==> src/rtl/spm_pkg.sv <==
`timescale 1ns/1ps
package spm_pkg;
   typedef enum logic [1:0] {
      ESZ_8   = 2'd0,
      ESZ_16  = 2'd1,
      ESZ_32  = 2'd2,
      ESZ_BAD = 2'd3
   } esz_e;

   typedef struct packed {
      logic       hit;
      logic       uns;
      logic       is_min;
      esz_e       esz;
      logic [4:0] vd;
      logic [4:0] vn;
      logic [4:0] vm;
   } op_t;
endpackage

==> src/rtl/spm_decode.sv <==
`timescale 1ns/1ps
module spm_decode
   import spm_pkg::*;
(
   input  logic [31:0] insn,
   output op_t         op
);
   always_comb begin
      op.hit    = (insn[31:25] == 7'b1111001) && !insn[23]
                  && (insn[11:8] == 4'b1010) && !insn[6];
      op.uns    = insn[24];
      op.is_min = insn[4];
      op.esz    = esz_e'(insn[21:20]);
      op.vd     = {insn[22], insn[15:12]};
      op.vn     = {insn[7],  insn[19:16]};
      op.vm     = {insn[5],  insn[3:0]};
   end
endmodule

==> src/rtl/spm_half_reduce.sv <==
`timescale 1ns/1ps
module spm_half_reduce
   import spm_pkg::*;
#(
   parameter int HALF_W = 32
) (
   input  logic [2*HALF_W-1:0] src,
   input  esz_e                esz,
   input  logic                uns,
   input  logic                is_min,
   output logic [HALF_W-1:0]   res
);
   localparam int NWID = 3;

   if (HALF_W % 32 != 0 || HALF_W < 32) begin : g_bad_width
      $error("spm_half_reduce: HALF_W must be a positive multiple of 32");
   end

   logic [HALF_W-1:0] by_wid [NWID];

   for (genvar gw = 0; gw < NWID; gw++) begin : g_wid
      localparam int EW   = 8 << gw;
      localparam int NOUT = HALF_W / EW;
      for (genvar gi = 0; gi < NOUT; gi++) begin : g_el
         logic [EW-1:0] a, b;
         logic          a_lt_b, pick_a;
         assign a      = src[(2*gi)*EW +: EW];
         assign b      = src[(2*gi+1)*EW +: EW];
         assign a_lt_b = uns ? (a < b) : ($signed(a) < $signed(b));
         assign pick_a = is_min ? a_lt_b : !a_lt_b;
         assign by_wid[gw][gi*EW +: EW] = pick_a ? a : b;
      end
   end

   always_comb begin
      unique case (esz)
         ESZ_8:   res = by_wid[0];
         ESZ_16:  res = by_wid[1];
         ESZ_32:  res = by_wid[2];
         default: res = '0;
      endcase
   end
endmodule

==> src/rtl/spm_regfile.sv <==
`timescale 1ns/1ps
module spm_regfile #(
   parameter int NREG = 32,
   parameter int DW   = 64,
   localparam int IW  = $clog2(NREG)
) (
   input  logic          clk,
   input  logic          rst_n,
   input  logic          we,
   input  logic [IW-1:0] widx,
   input  logic [DW-1:0] wdata,
   input  logic [IW-1:0] ra_idx,
   output logic [DW-1:0] ra_data,
   input  logic [IW-1:0] rb_idx,
   output logic [DW-1:0] rb_data,
   input  logic [IW-1:0] rc_idx,
   output logic [DW-1:0] rc_data
);
   logic [DW-1:0] mem [NREG];

   always_ff @(posedge clk) begin
      if (!rst_n) begin
         for (int i = 0; i < NREG; i++) mem[i] <= '0;
      end else if (we) begin
         mem[widx] <= wdata;
      end
   end

   assign ra_data = mem[ra_idx];
   assign rb_data = mem[rb_idx];
   assign rc_data = mem[rc_idx];
endmodule

==> src/rtl/simd_pairminmax.sv <==
`timescale 1ns/1ps
module simd_pairminmax
   import spm_pkg::*;
#(
   parameter int NREG   = 32,
   parameter int HALF_W = 32,
   localparam int DW    = 2 * HALF_W,
   localparam int RF_IW = $clog2(NREG)
) (
   input  logic          clk,
   input  logic          rst_n,
   input  logic          valid_i,
   input  logic [31:0]   insn_i,
   input  logic          regs32_i,
   input  logic          tw_en_i,
   input  logic [4:0]    tw_idx_i,
   input  logic [DW-1:0] tw_data_i,
   input  logic [4:0]    tr_idx_i,
   output logic [DW-1:0] tr_data_o,
   output logic          match_o,
   output logic          undef_o,
   output logic          wr_en_o,
   output logic [4:0]    wr_idx_o,
   output logic [DW-1:0] wr_data_o
);
   if (NREG != 16 && NREG != 32) begin : g_bad_nreg
      $error("simd_pairminmax: NREG must be 16 or 32");
   end

   op_t           op;
   logic          hi_used, hi_ok, bad;
   logic [DW-1:0] src_n, src_m;
   logic          rf_we;
   logic [4:0]    rf_widx;
   logic [DW-1:0] rf_wdata;

   spm_decode u_dec (.insn(insn_i), .op(op));

   // Upper-bank indices are legal only when the bank exists and is enabled.
   if (NREG == 32) begin : g_full_bank
      assign hi_ok = regs32_i;
   end else begin : g_half_bank
      assign hi_ok = 1'b0;
   end

   assign hi_used   = op.vd[4] | op.vn[4] | op.vm[4];
   assign bad       = (op.esz == ESZ_BAD) | (hi_used & !hi_ok);
   assign match_o   = valid_i & op.hit;
   assign undef_o   = match_o & bad;
   assign wr_en_o   = match_o & !bad;
   assign wr_idx_o  = op.vd;

   spm_half_reduce #(.HALF_W(HALF_W)) u_lo (
      .src(src_n), .esz(op.esz), .uns(op.uns), .is_min(op.is_min),
      .res(wr_data_o[HALF_W-1:0])
   );
   spm_half_reduce #(.HALF_W(HALF_W)) u_hi (
      .src(src_m), .esz(op.esz), .uns(op.uns), .is_min(op.is_min),
      .res(wr_data_o[DW-1:HALF_W])
   );

   // An executed instruction takes the write port over the test port.
   assign rf_we    = wr_en_o | tw_en_i;
   assign rf_widx  = wr_en_o ? op.vd : tw_idx_i;
   assign rf_wdata = wr_en_o ? wr_data_o : tw_data_i;

   spm_regfile #(.NREG(NREG), .DW(DW)) u_rf (
      .clk    (clk),
      .rst_n  (rst_n),
      .we     (rf_we),
      .widx   (rf_widx[RF_IW-1:0]),
      .wdata  (rf_wdata),
      .ra_idx (op.vn[RF_IW-1:0]),
      .ra_data(src_n),
      .rb_idx (op.vm[RF_IW-1:0]),
      .rb_data(src_m),
      .rc_idx (tr_idx_i[RF_IW-1:0]),
      .rc_data(tr_data_o)
   );
endmodule

==> config.mk <==
export PLATFORM = sky130hd
export DESIGN_NAME = simd_pairminmax
export DESIGN_NICKNAME = d
export VERILOG_FILES = /design/src/rtl/spm_pkg.sv /design/src/rtl/spm_decode.sv /design/src/rtl/spm_half_reduce.sv /design/src/rtl/spm_regfile.sv /design/src/rtl/simd_pairminmax.sv
export SDC_FILE = /design/constraint.sdc
export NUM_CORES = 2
export LEC_CHECK = 0
export BUFFER_PORTS_ARGS = -buffer_cell sky130_fd_sc_hd__buf_4
export CAP_MARGIN = 20
export CORE_MARGIN = 2
export CORE_UTILIZATION = 48
export DETAILED_ROUTE_END_ITERATION = 12
export GPL_TIMING_DRIVEN = 1
export PLACE_DENSITY = 0.66
export RECOVER_POWER = 50
export SYNTH_ARGS = -nofsm -noshare
export SYNTH_HDL_FRONTEND = slang
export SYNTH_SLANG_ARGS = --single-unit
export TNS_END_PERCENT = 100
==> constraint.sdc <==
create_clock -name clk -period 9.6 [get_ports clk]
set_clock_uncertainty 0.2 [all_clocks]
set_input_delay 0.96 -clock clk [delete_from_list [all_inputs] [get_ports clk]]
set_output_delay 0.96 -clock clk [all_outputs]
set_load 0.03 [all_outputs]
=== Yosys cells after proc, flatten, opt, wreduce, memory -nomap -nowiden ===
Memory sizes are Yosys's and may differ from the RTL's.
Cells that the tools add are included.

* Register bits after elaboration: 0
* RAM bits: 2048
* Input bits: 111
* Output and inout port bits: 136
* Logic and storage cells: 118
* Memories kept: 1

{| class="wikitable"
|+ Memories
! name !! depth !! bits a word !! rd ports !! clocked after memory_dff !! write ports !! RTL line !! text
|-
| u_rf.mem || 32 || 64 || 3 || 0 || 32 || spm_regfile.sv:19 || <nowiki>logic [DW-1:0] mem [NREG];</nowiki>
|}

* Order comparisons: 28
* Eq/ne operators: 5
* Mux-type cells: 53
* Bitwise operators: 8
* Reductions and logical operators: 23

{| class="wikitable"
|+ Operators with widths
! cell !! number
|-
| $pmux W32 S3 || 2
|-
| $lt A16 B16 Y1 || 8
|-
| $lt A32 B32 Y1 || 4
|-
| $lt A8 B8 Y1 || 16
|-
| $mux W64 || 2
|-
| $mux W16 || 4
|-
| $mux W32 || 2
|-
| $mux W8 || 8
|-
| $reduce_or A64 Y1 || 1
|-
| $mux W1 || 33
|-
| $logic_not A1 Y1 || 18
|-
| $mux W5 || 2
|-
| $eq A7 B7 Y1 const B || 1
|-
| $and A1 B1 Y1 || 4
|-
| $eq A2 B2 Y1 const B || 2
|-
| $eq A4 B4 Y1 const B || 1
|-
| $or A1 B1 Y1 || 4
|-
| $logic_and A1 B1 Y1 || 3
|-
| $eq A2 B1 Y1 const B || 1
|-
| $logic_not A2 Y1 || 1
|}

=== Logic depth before layout (Yosys ltp) ===
* Depth in word-level cells: 12
* Mapped depth: 27
* Mapped depth without buffers: 16

=== Cells and area by module ===
A second synthesis with hierarchy kept.

* Cell total of the unflattened synthesis: 8790
* Area total of the unflattened synthesis: 133521.8 sq um

{| class="wikitable"
|+ By module, submodules not included
! module !! instances !! cells an instance !! area each (sq um) !! seq. area each (sq um)
|-
| spm_regfile || 1 || 7683 || 124762.2 || 61499.0
|-
| spm_half_reduce at u_lo || 1 || 519 || 3793.6 || 0.0
|-
| spm_half_reduce at u_hi || 1 || 478 || 3627.2 || 0.0
|-
| simd_pairminmax || 1 || 86 || 1148.6 || 0.0
|-
| spm_decode || 1 || 24 || 190.2 || 0.0
|}

=== Worst setup path before layout ===
No wires, ideal clock.

* Path type: in2out
* Start point: in insn_i[1]
* End point: out wr_data_o[55]
* Arrival time: 6.394 ns
* Data required time: 8.440 ns
* Setup slack: 2.046 ns
* Cell stages on the path: 22
* Buffers on the path: 8
* Cell sequence: buf_2 > buf_2 > buf_4 > clkbuf_1 > clkbuf_1 > clkbuf_1 > mux4_2 > mux4_2 > mux2i_4 > inv_2 > ha_1 > a21o_1 > a2111oi_0 > o31ai_1 > a211o_1 > o2111ai_1 > or2_1 > clkbuf_1 > clkbuf_1 > nor2_1 > a211oi_1 > a211o_1

* Longest elaborated chain between the ends: 7
* Elaborated cells on any way between the ends: 20
* Those cells by class: 6 x order compare; 10 x mux; 3 x reduce/logical; 1 x memory

{| class="wikitable"
|+ Ends and longest elaborated chain
! what !! RTL line !! text
|-
| start: declaration || simd_pairminmax.sv:13 || <nowiki>input logic [31:0] insn_i,</nowiki>
|-
| $mem_v2 Z32 W64 * || n/a ||
|-
| $lt A32 B32 Y1 (tied with other cells) || spm_half_reduce.sv:29 || <nowiki>assign a_lt_b = uns ? (a < b) : ($signed(a) < $signed(b));</nowiki>
|-
| $mux W1 || spm_half_reduce.sv:29 ||
|-
| $logic_not A1 Y1 || spm_half_reduce.sv:30 || <nowiki>assign pick_a = is_min ? a_lt_b : !a_lt_b;</nowiki>
|-
| $mux W1 || spm_half_reduce.sv:30 ||
|-
| $mux W32 (tied with other cells) || spm_half_reduce.sv:31 || <nowiki>assign by_wid[gw][gi*EW +: EW] = pick_a ? a : b;</nowiki>
|-
| $pmux W32 S3 * || spm_half_reduce.sv:36 || <nowiki>unique case (esz)</nowiki>
|-
| end: declaration || simd_pairminmax.sv:24 || <nowiki>output logic [DW-1:0] wr_data_o</nowiki>
|}

Every way passes the cells marked *; elsewhere a longest branch is shown, timed or not.

==> impl_metrics.env <==
export IMPL_yosysWarnings=0
export IMPL_post_cts_hold_buffer_count=0
export IMPL_clock_pin_slew_of_the_registers_on_the_worst_case_setup_and_hold_paths_ns=0.06
export IMPL_final_setup_viols=382
export IMPL_worstSkewPairLatency_ns=0.96
export IMPL_cts_repair_resize_count=0
export IMPL_cts_post_setup_buffers_inserted=0
export IMPL_placed_cells=12150
export IMPL_slowest_delay_ns=2.87
export IMPL_layout_top_registers="u_rf.mem (2048)"
export IMPL_fmaxAchievable_ghz=0.09998
export IMPL_synth_simple_area_share_pct=10.24
export IMPL_core_area_um2=273900
export IMPL_synth_fa_ha_area_share_pct=1.683
export IMPL_asyncSetResetFlopFracSynth_pct=0
export IMPL_globalRouteOverflowTotal=0
export IMPL_syn_mean_instance_area_um2=14.78
export IMPL_gp_congestion=1.036
export IMPL_synth_cell_area_um2=132300
export IMPL_postSynthNetCount=9240
export IMPL_fillers=22030
export IMPL_placement_io_buffers=246
export IMPL_outcome="finished with violations"
export IMPL_mostFrequentLayoutCells="sky130_fd_sc_hd__edfxtp_1, sky130_fd_sc_hd__mux4_2, sky130_fd_sc_hd__nor3_1"
export IMPL_tritoncts="built"
export IMPL_synth_xor_xnor_area_share_pct=0.1381
export IMPL_synth_ff_latch_count=2048
export IMPL_arrival_time_reported_for_the_critical_path_endpoint_ns=10.22
export IMPL_synth_compound_area_share_pct=2.917
export IMPL_largest_register="u_rf.mem"
export IMPL_violations="capacitance limit, slew limit, setup timing"
export IMPL_sink_count_of_the_clock_tree=2048
export IMPL_place_hpwl_um=351800
export IMPL_crit_chain="clkbuf_8 -> nor3_1 -> o21ai_0 -> or2_4 -> inv_8 -> nand3b_1 -> nand2_1 -> nor2b_1 -> nand2_1 -> nand2_1 -> clkbuf_2"
export IMPL_largest_register_ff_count=2048
export IMPL_grt_antenna_before_repair=29
export IMPL_via_count=102000
export IMPL_crit_path_frequent_cell="sky130_fd_sc_hd__nand2_1"
export IMPL_cts_made_buffers=224
export IMPL_track_usage_pct=41.93
export IMPL_mostFrequentLayoutCell="sky130_fd_sc_hd__edfxtp_1"
export IMPL_cts_root_buffer="sky130_fd_sc_hd__clkbuf_16"
export IMPL_crit_path_top_delay_cell="sky130_fd_sc_hd__clkbuf_2"
export IMPL_die_height_um=529.0
export IMPL_cp_max_fo=57
export IMPL_layout_drive_gt1_share_pct=35.39
export IMPL_drt_vias_per_instance=8.102
export IMPL_floorplan_die_area_um2=279900
export IMPL_final_hold_violation_count=0
export IMPL_worst_slack_ns=-0.4018
export IMPL_drv_slew=1819
export IMPL_drc=0
export IMPL_yosys_cell_types_count=105
export IMPL_irDropWorstVdd_v=0.0001879
export IMPL_path_class="in -> reg"
export IMPL_synth_edff_count=2048
export IMPL_area_growth_syn_to_layout_pct=10.43
export IMPL_detail_route_wirelength_um=590700
export IMPL_ioPinCount=247
export IMPL_grt_first_pass_wirelength_um=802500
export IMPL_worst_setup_path_end_kind="flip-flop"
export IMPL_power_density_cell_area_nw_per_um2=182.1
export IMPL_slew_headroom_pct=-269.9
export IMPL_cp_top_family="simple AND/OR/NAND/NOR gates"
export IMPL_die_width_um=529.0
export IMPL_p_leak_nw=47.69
export IMPL_drtPass1Iterations=8
export IMPL_synth_sequential_area_ratio_pct=46.48
export IMPL_cp_start_kind="input pin"
export IMPL_finalHoldWorstSlack_ns=0.2346
export IMPL_postSynthCellCount=8951
export IMPL_synth_top_family_by_area="multiplexers"
export IMPL_h_tree_depth=4
export IMPL_ys_flop_type="sky130_fd_sc_hd__edfxtp_1"
export IMPL_design_final_nets=9084
export IMPL_setup_repair_after_global_routing_missed_its_margin="no"
export IMPL_post_dp_cell_area_um2=139300
export IMPL_period_share_pct=104.2
export IMPL_floorplan_rows=192
export IMPL_avgRoutedWirePerCell_um=46.90
export IMPL_finalInstanceArea_um2=146100
export IMPL_initial_utilization_pct=48.31
export IMPL_layout_min_cycle_time_ns=10.00
export IMPL_critPathBufInv=3
export IMPL_holdCritPathClass="in -> reg"
export IMPL_drv_max_cap_violation_count=66
export IMPL_number_of_buffers_between_clock_root_and_the_deepest_sink=3
export IMPL_pin_count_of_the_biggest_net_entering_global_routing=130
export IMPL_finalNonFillerCells=12600
export IMPL_worst_pin_slew_ns=5.549
export IMPL_drt_iter0_markers=20450
export IMPL_post_synth_mux_area_share_pct=34.23
export IMPL_via_count_of_the_first_global_routing_pass=98810
export IMPL_drt_antenna_violating_nets=0
export IMPL_timing_critical_path_required_ns=9.82
-- cells in the mapped netlist, types with 10 or more instances --
cell type / instances / share of area, %
sky130_fd_sc_hd__a211o_1: 30 / 0.20
sky130_fd_sc_hd__a211oi_1: 39 / 0.22
sky130_fd_sc_hd__a211oi_2: 10 / 0.095
sky130_fd_sc_hd__a21o_1: 29 / 0.16
sky130_fd_sc_hd__a21oi_1: 78 / 0.30
sky130_fd_sc_hd__a22oi_1: 28 / 0.16
sky130_fd_sc_hd__a31oi_1: 14 / 0.066
sky130_fd_sc_hd__and2_1: 13 / 0.061
sky130_fd_sc_hd__and3_1: 25 / 0.12
sky130_fd_sc_hd__buf_1: 116 / 0.33
sky130_fd_sc_hd__buf_2: 295 / 1.1
sky130_fd_sc_hd__buf_4: 58 / 0.33
sky130_fd_sc_hd__buf_6: 47 / 0.40
sky130_fd_sc_hd__clkbuf_1: 601 / 1.7
sky130_fd_sc_hd__edfxtp_1: 2048 / 46
sky130_fd_sc_hd__ha_1: 178 / 1.7
sky130_fd_sc_hd__inv_1: 127 / 0.36
sky130_fd_sc_hd__inv_2: 10 / 0.028
sky130_fd_sc_hd__mux2_2: 129 / 1.1
sky130_fd_sc_hd__mux2i_1: 151 / 1.1
sky130_fd_sc_hd__mux4_2: 1868 / 32
sky130_fd_sc_hd__nand2_1: 168 / 0.48
sky130_fd_sc_hd__nand2b_1: 21 / 0.099
sky130_fd_sc_hd__nand3_1: 63 / 0.24
sky130_fd_sc_hd__nand3b_1: 14 / 0.079
sky130_fd_sc_hd__nand4_1: 25 / 0.12
sky130_fd_sc_hd__nor2_1: 537 / 1.5
sky130_fd_sc_hd__nor2b_1: 21 / 0.099
sky130_fd_sc_hd__nor3_1: 1773 / 6.7
sky130_fd_sc_hd__nor3_2: 12 / 0.091
sky130_fd_sc_hd__nor3b_1: 10 / 0.057
sky130_fd_sc_hd__nor4_1: 10 / 0.047
sky130_fd_sc_hd__o211ai_1: 23 / 0.13
sky130_fd_sc_hd__o21ai_0: 74 / 0.28
sky130_fd_sc_hd__o22ai_1: 30 / 0.14
sky130_fd_sc_hd__o31ai_1: 10 / 0.057
sky130_fd_sc_hd__or2_2: 26 / 0.12
sky130_fd_sc_hd__or3_1: 15 / 0.071
sky130_fd_sc_hd__xnor2_1: 17 / 0.11
-- metal layers --
layer	wire, µm	part of all wire [%]	vias to the layer above	global-route usage [%]
met5	180	0.030	-	0
met4	50730	8.6	24	28.63
met3	108200	18	2572	18.57
met2	244500	41	11140	58.10
met1	187100	32	51400	52.75
li1	-	-	36910	-
-- final timing paths --
check,slack (ns),startpoint,cells past startpoint,end
worst max-delay path,-0.40,insn_i[5],11,u_rf.mem[23][26]
worst min-delay path,0.23,tw_data_i[6],3,u_rf.mem[23][6]
worst min register to register,1.56,u_rf.mem[1][56],7,u_rf.mem[15][56]
worst max register to register,2.40,u_rf.mem[3][21],16,u_rf.mem[10][48]
-- tightest hold or removal path: stages --
cell	delay, ns
sky130_fd_sc_hd__buf_4	0.08
sky130_fd_sc_hd__nor2_2	0.07
sky130_fd_sc_hd__nor3_1	0.12
-- power by group --
part	switching [W]	total, W	internal (W)
registers	0.000372	0.0107	0.0104
clock network	0.00401	0.00897	0.00495
logic	0.00426	0.00690	0.00265
total	0.00865	0.0266	0.0180
-- per-stage QoR --
stage	util [%]	power (W)	setup TNS, ns	setup slack, ns
floorplan	-	0.01487	0	2.046
global placement	50.74	0.01744	0	0.6026
detailed placement	50.85	0.01753	0	0.6915
CTS	53.57	0.02628	0	0.6771
global route	53.34	0.02706	0	0.1832
finish	53.35	0.02660	-75.90	-0.4018
-- kinds of logic (layout without fill, tap and decap cells) --
logic type,count (synthesis),in the layout
flip-flops,2048,2048
AO/OA/AOI/OAI,505,505
adder cells (fa/ha/maj),178,178
XOR/XNOR,20,20
multiplexers,2161,2161
AND/OR/NAND/NOR,2780,2780
buffers and inverters,1259,1294
other,0,20
-- layout make-up --
cell class | count | area [µm²] | share of cell area [%]
antenna | 20 | 50.05 | 0.03425
clock buffer | 256 | 5725 | 3.918
inverter | 139 | 536.8 | 0.3673
tap | 3589 | 4491 | 3.073
multi-input combinational | 5644 | 65660 | 44.93
timing repair buffer | 738 | 6436 | 4.405
clock inverter | 161 | 1724 | 1.180
sequential | 2048 | 61500 | 42.09
(Power assumes the default switching activity.)
